[src/rtl/tri_resp_pkg.sv]
`timescale 1ns/1ps
package tri_resp_pkg;
    typedef enum logic [1:0] {
        TERM_NONE = 2'd0,
        TERM_ACK  = 2'd1,
        TERM_ERR  = 2'd2,
        TERM_RTY  = 2'd3
    } term_e;
endpackage

[src/rtl/tri_resp_decode.sv]
`timescale 1ns/1ps
module tri_resp_decode
    import tri_resp_pkg::*;
#(
    parameter int ADDR_W    = 8,
    parameter int NUM_REGS  = 8,
    parameter int CTRL_ADDR = 15,
    parameter int BUSY_LO   = 4,
    parameter int BUSY_HI   = 7,
    parameter int IDX_W     = 3
) (
    input  logic [ADDR_W-1:0] addr,
    input  logic              busy,
    output term_e             kind,
    output logic              hit_ctrl,
    output logic [IDX_W-1:0]  idx
);
    logic in_bank;
    logic in_window;

    always_comb begin
        in_bank   = addr < ADDR_W'(NUM_REGS);
        hit_ctrl  = addr == ADDR_W'(CTRL_ADDR);
        in_window = (addr >= ADDR_W'(BUSY_LO)) && (addr <= ADDR_W'(BUSY_HI));
        idx       = addr[IDX_W-1:0];
        if (!(in_bank || hit_ctrl)) begin
            kind = TERM_ERR;
        end else if (busy && in_bank && in_window) begin
            kind = TERM_RTY;
        end else begin
            kind = TERM_ACK;
        end
    end
endmodule

[src/rtl/tri_resp_regbank.sv]
`timescale 1ns/1ps
module tri_resp_regbank #(
    parameter int DATA_W   = 8,
    parameter int NUM_REGS = 8,
    parameter int IDX_W    = 3,
    parameter int SEL_W    = 1
) (
    input  logic              clk,
    input  logic              rst_n,
    input  logic              wr_en,
    input  logic              hit_ctrl,
    input  logic [IDX_W-1:0]  idx,
    input  logic [DATA_W-1:0] wdata,
    input  logic [SEL_W-1:0]  sel,
    output logic              busy,
    output logic [DATA_W-1:0] rd_value
);
    typedef struct packed {
        logic [NUM_REGS-1:0][DATA_W-1:0] regs;
        logic                            busy;
    } bank_st;

    bank_st bank_q, bank_d;
    logic [DATA_W-1:0] lane_mask;

    for (genvar l = 0; l < SEL_W; l++) begin : g_lane
        assign lane_mask[l*8 +: 8] = {8{sel[l]}};
    end

    always_comb begin
        bank_d = bank_q;
        if (wr_en) begin
            if (hit_ctrl) begin
                if (sel[0]) begin
                    bank_d.busy = wdata[0];
                end
            end else begin
                bank_d.regs[idx] = (bank_q.regs[idx] & ~lane_mask) | (wdata & lane_mask);
            end
        end
    end

    always_ff @(posedge clk) begin
        if (!rst_n) begin
            bank_q <= '0;
        end else begin
            bank_q <= bank_d;
        end
    end

    assign busy     = bank_q.busy;
    assign rd_value = hit_ctrl ? {{(DATA_W-1){1'b0}}, bank_q.busy} : bank_q.regs[idx];

    AST_NO_WRITE_IDLE: assert property (@(posedge clk) disable iff (!rst_n)
        !wr_en |=> $stable(bank_q));
endmodule

[src/rtl/tri_resp_term.sv]
`timescale 1ns/1ps
module tri_resp_term
    import tri_resp_pkg::*;
#(
    parameter int DATA_W = 8
) (
    input  logic              clk,
    input  logic              rst_n,
    input  logic              cyc_i,
    input  logic              stb_i,
    input  logic              we_i,
    input  term_e             kind,
    input  logic [DATA_W-1:0] rd_value,
    output logic              accept,
    output term_e             term,
    output logic [DATA_W-1:0] rdata
);
    typedef struct packed {
        term_e             term;
        logic [DATA_W-1:0] rdata;
    } term_st;

    term_st st_q, st_d;

    assign accept = cyc_i && stb_i && (st_q.term == TERM_NONE);

    always_comb begin
        st_d = st_q;
        if (!cyc_i) begin
            st_d.term = TERM_NONE;
        end else if (st_q.term != TERM_NONE) begin
            if (stb_i) begin
                st_d.term = TERM_NONE;
            end
        end else if (stb_i) begin
            st_d.term = kind;
            if (kind == TERM_ACK && !we_i) begin
                st_d.rdata = rd_value;
            end
        end
    end

    always_ff @(posedge clk) begin
        if (!rst_n) begin
            st_q <= '0;
        end else begin
            st_q <= st_d;
        end
    end

    assign term  = st_q.term;
    assign rdata = st_q.rdata;

    AST_RESET_QUIET: assert property (@(posedge clk)
        !rst_n |=> st_q.term == TERM_NONE);
    AST_TERM_HELD: assert property (@(posedge clk) disable iff (!rst_n)
        cyc_i && !stb_i && st_q.term != TERM_NONE |=> st_q.term == $past(st_q.term));
    AST_READ_FROZEN: assert property (@(posedge clk) disable iff (!rst_n)
        cyc_i && !stb_i && !we_i && st_q.term == TERM_ACK |=> $stable(st_q.rdata));
    AST_RDATA_ON_ACK: assert property (@(posedge clk) disable iff (!rst_n)
        !(accept && kind == TERM_ACK && !we_i) |=> $stable(st_q.rdata));
endmodule

[src/rtl/tri_resp_slave.sv]
`timescale 1ns/1ps
module tri_resp_slave
    import tri_resp_pkg::*;
#(
    parameter int ADDR_W    = 8,
    parameter int DATA_W    = 8,
    parameter int NUM_REGS  = 8,
    parameter int CTRL_ADDR = 15,
    parameter int BUSY_LO   = 4,
    parameter int BUSY_HI   = 7,
    localparam int SEL_W    = DATA_W / 8
) (
    input  logic              clk,
    input  logic              rst_n,
    input  logic              cyc_i,
    input  logic              stb_i,
    input  logic              we_i,
    input  logic [ADDR_W-1:0] adr_i,
    input  logic [DATA_W-1:0] dat_i,
    input  logic [SEL_W-1:0]  sel_i,
    output logic [DATA_W-1:0] dat_o,
    output logic              ack_o,
    output logic              err_o,
    output logic              rty_o
);
    localparam int IDX_W = (NUM_REGS > 1) ? $clog2(NUM_REGS) : 1;

    term_e             kind;
    term_e             term;
    logic              hit_ctrl;
    logic [IDX_W-1:0]  idx;
    logic              busy;
    logic [DATA_W-1:0] rd_value;
    logic              accept;
    logic              wr_en;

    tri_resp_decode #(
        .ADDR_W   (ADDR_W),
        .NUM_REGS (NUM_REGS),
        .CTRL_ADDR(CTRL_ADDR),
        .BUSY_LO  (BUSY_LO),
        .BUSY_HI  (BUSY_HI),
        .IDX_W    (IDX_W)
    ) u_decode (
        .addr    (adr_i),
        .busy    (busy),
        .kind    (kind),
        .hit_ctrl(hit_ctrl),
        .idx     (idx)
    );

    assign wr_en = accept && we_i && (kind == TERM_ACK);

    tri_resp_regbank #(
        .DATA_W  (DATA_W),
        .NUM_REGS(NUM_REGS),
        .IDX_W   (IDX_W),
        .SEL_W   (SEL_W)
    ) u_bank (
        .clk     (clk),
        .rst_n   (rst_n),
        .wr_en   (wr_en),
        .hit_ctrl(hit_ctrl),
        .idx     (idx),
        .wdata   (dat_i),
        .sel     (sel_i),
        .busy    (busy),
        .rd_value(rd_value)
    );

    tri_resp_term #(
        .DATA_W(DATA_W)
    ) u_term (
        .clk     (clk),
        .rst_n   (rst_n),
        .cyc_i   (cyc_i),
        .stb_i   (stb_i),
        .we_i    (we_i),
        .kind    (kind),
        .rd_value(rd_value),
        .accept  (accept),
        .term    (term),
        .rdata   (dat_o)
    );

    assign ack_o = cyc_i && (term == TERM_ACK);
    assign err_o = cyc_i && (term == TERM_ERR);
    assign rty_o = cyc_i && (term == TERM_RTY);

    AST_IDLE_SILENT: assert property (@(posedge clk) disable iff (!rst_n)
        !cyc_i |-> !(ack_o || err_o || rty_o));
    AST_ONE_TERM: assert property (@(posedge clk) disable iff (!rst_n)
        $onehot0({ack_o, err_o, rty_o}));
    AST_ONE_CLOCK_LATENCY: assert property (@(posedge clk) disable iff (!rst_n)
        cyc_i && stb_i && !(ack_o || err_o || rty_o) |=> (ack_o || err_o || rty_o) || !cyc_i);
    AST_RETRY_WINDOW: assert property (@(posedge clk) disable iff (!rst_n)
        accept && busy && adr_i >= ADDR_W'(BUSY_LO) && adr_i <= ADDR_W'(BUSY_HI)
        && adr_i < ADDR_W'(NUM_REGS) |=> rty_o || !cyc_i);
endmodule

[config.mk]
export PLATFORM = sky130hd
export DESIGN_NAME = tri_resp_slave
export DESIGN_NICKNAME = d
export VERILOG_FILES = /design/src/rtl/tri_resp_pkg.sv /design/src/rtl/tri_resp_decode.sv /design/src/rtl/tri_resp_regbank.sv /design/src/rtl/tri_resp_term.sv /design/src/rtl/tri_resp_slave.sv
export SDC_FILE = /design/constraint.sdc
export NUM_CORES = 1
export LEC_CHECK = 0
export ABC_AREA = 1
export BUFFER_PORTS_ARGS = -buffer_cell sky130_fd_sc_hd__buf_2
export CAP_MARGIN = 20
export CORE_ASPECT_RATIO = 0.6
export CORE_MARGIN = 3
export CORE_UTILIZATION = 50
export CTS_CLUSTER_DIAMETER = 80
export DETAILED_ROUTE_END_ITERATION = 8
export GPL_TIMING_DRIVEN = 0
export PLACE_DENSITY = 0.71
export SLEW_MARGIN = 15
export SYNTH_ARGS = -nofsm -noshare
export SYNTH_HDL_FRONTEND = slang
export SYNTH_SLANG_ARGS = --single-unit
[constraint.sdc]
create_clock -name clk -period 4.5 [get_ports clk]
set_clock_uncertainty 0.2 [all_clocks]
set_input_delay 0.9 -clock clk [delete_from_list [all_inputs] [get_ports clk]]
set_output_delay 0.9 -clock clk [all_outputs]
set_load 0.05 [all_outputs]
==> results.yml <==
run_status:
  outcome: "completed"
clock_network:
  cts_hold_buffers: 0
  cts_buffers: 9
  htreeDepth: 3
  clock_latency_ns: 0.34
  cts_tree: "done"
  cts_num_sinks: 75
  root_buffer: "clkbuf_16"
  cts_setup_buffers: 0
  clk_pin_slew_worst_paths_ns: 0.06
  cts_buffer_depth: 2
  cts_resized: 0
yosys:
  netlist_area_um2: 3760
  yosysSeqAreaShare_pct: 40.0
  synth_area_leader_cell: "dfxtp_1"
  async_reset_ff_share_pct: 0
  synth_edf_count: 0
  synth_area_leaders: "dfxtp_1 40%, nand2_1 35%, a21oi_1 9.1%, inv_1 2.7%, nand3_2 2.7%"
  synthesis.nets: 632
  synth_flop_cell: "dfxtp_1"
  synth_warnings: 0
  post-synth-top-count-cell: "nand2_1"
  synth.avg_cell_area_um2: 6.16
  synth_top_area_share_pct: 40.0
  synth_seq_cells: 75
  synthTopCellsByCount: "354 x nand2_1, 75 x dfxtp_1, 68 x a21oi_1"
  synth.distinct_cells: 23
  syn_inst: 610
sta:
  rsz0062_at_grt: "false"
  slew_viol_final: 0
  fin_crit_ns: 2.62
  max_freq_ghz: 0.382
  setup_tns_ns: 0
  relSlewSlack_pct: 52.1
  finalWorstSetupSlack_ns: 1.88
  setup_viol_count_final: 0
  hold_viol: 0
  worst-slew-pin-transition_ns: 0.719
  fin_crit_sh_pct: 58.1
setup_path:
  r2r_cells: 9
  crit-reg2reg-launch: "u_term.term[1]"
  cp-start-kind: "input pin"
  regToRegSetupSlack_ns: 2.45
  path_max_fanout: 4
  r2r-end: "u_bank.bank_q[8]"
  cp_data_arrival_time_ns: 1.52
  cp-end-kind: "output port"
  critical_path_class: "in2out"
  crit_required_ns: 3.40
drt:
  finalWirelength_um: 11600
  drtIter0Drc: 513
  wl_per_cell_um: 15.3
  vias: 4007
  vias_per_cell: 5.29
  final_antenna_net_count: 0
  drt_pass1_iterations: 5
  route.detailed.drc: 0
floorplanning:
  io_pins: 33
  start_util_pct: 54.0
  fp.dieH_um: 73.1
  dieArea_um2: 8620
  row_count: 23
  core-area_um2: 6960
  dieWidth_um: 118
place:
  hpwl_um: 8400
  io_buffers: 32
  place_area_um2: 4040
  gp_congestion: 0.989
  dp_cells: 742
  pre_cts_slack_ns: 1.65
finish:
  final_cell_area_um2: 4360
  register_area_um2: 1500
  syn2layout_area_growth_pct: 16.0
  drive_above_1_share_pct: 12.8
  instances_no_fill: 758
  n_fill_cell: 684
  n_antenna_cell: 0
  nets: 675
  multi_input_area_um2: 2010
global_routing:
  use_met1_pct: 39.0
  met2_usage_pct: 39.5
  busiest_layer: "met2"
  grt_usage_pct: 27.5
  grt_max_degree: 14
  antenna_found_initial: 0
  met3_usage_pct: 9.91
  grt_pass1_wl_um: 18300
  grt-ovfl-total: 0
  grt_pass1_vias: 3549
pwr:
  p_leak_nw: 1.97
  vdd_drop_max_mv: 0.246
  powerDensity_nw_per_um2: 352
worst_hold_path:
  min-delay-start: "u_term.rdata[3]"
  whs_endpoint: "u_term.rdata[3]"
  min_path_type: "reg2reg"
  min_path_cells: 2
flow_run:
  drv_cap: 0
==> cell usage in the layout, fill, tap and decap left out <==
cell,synthesis,layout
nand3_1,8,8
a21oi_1,68,68
buf_1,2,2
nor2_1,14,14
clkinv_1,1,1
nand4_1,1,1
nor2_8,1,1
nor3_1,11,11
or2_2,4,4
nand2_2,1,1
nand3_2,10,10
inv_1,27,27
clkinvlp_4,0,1
o21ai_0,1,1
clkinv_2,7,10
inv_6,0,1
nand2_1,354,354
clkbuf_16,0,9
inv_2,3,3
bufinv_16,0,2
nor2_4,1,1
clkbuf_1,12,12
buf_4,1,1
nor2_2,1,1
buf_2,6,38
dfxtp_1,75,75
nand3_4,1,1
==> through the flow <==
step	hold WS [ns]	power [mW]	util, %
2_1_floorplan	0.245	0.731	-
3_3_place_gp	0.252	0.767	58.0
3_5_place_dp	0.256	0.769	58.0
4_1_cts	0.265	1.53	62.6
5_1_grt	0.278	1.57	62.6
6_report	0.265	1.53	62.6
==> power by group <==
| part | switching, mW | total, mW | internal, mW |
|---|---|---|---|
| sequential | 0.000479 | 0.665 | 0.665 |
| clock | 0.291 | 0.776 | 0.484 |
| combinational | 0.0711 | 0.0922 | 0.0211 |
==> cell type report <==
type	instances	share of cell area, %
multi-input cells	476	46.2
clock inverters	7	2.10
plain buffers	21	2.07
well taps	100	2.87
repair buffers	32	3.67
flip-flops and latches	75	34.4
clock buffers	9	5.17
inverters	38	3.47
==> critical path: stages <==
cell and delay [ns]:
buf_2 0.11, inv_1 0.06, nor3_1 0.15, buf_2 0.30
==> state kept, by name (all words and copies together) (netlist names) <==
| signal | flops |
|---|---|
| u_term.term | 2 |
| u_bank.busy | 1 |
| u_term.rdata | 8 |
| u_bank.bank_q | 64 |
==> metal layers <==
metal | share of wire, % | vias up
li1 | - | 1981
met1 | 45 | 1788
met2 | 40 | 223
met3 | 13 | 15
met4 | 1.2 | 0
met5 | 0 | -
==> worst max-delay path by stage <==
stage / depth (start not counted) / endpoint / startpoint
CTS: 4 / ack_o / cyc_i
floorplan: 2 / ack_o / cyc_i
finish: 4 / ack_o / cyc_i
detailed placement: 13 / u_bank.bank_q[3] / adr_i[0]
global route: 11 / u_bank.bank_q[4] / adr_i[1]
global placement: 13 / u_bank.bank_q[6] / adr_i[0]
==> cells by family after synthesis <==
family                 Yosys count  synth area share, %
AND/OR/NAND/NOR                407                 44.4
buffers and inverters           59                 6.43
AO/OA/AOI/OAI                   69                 9.19
flip-flops                      75                 40.0
Note: power is estimated with default switching activity, not from simulation.
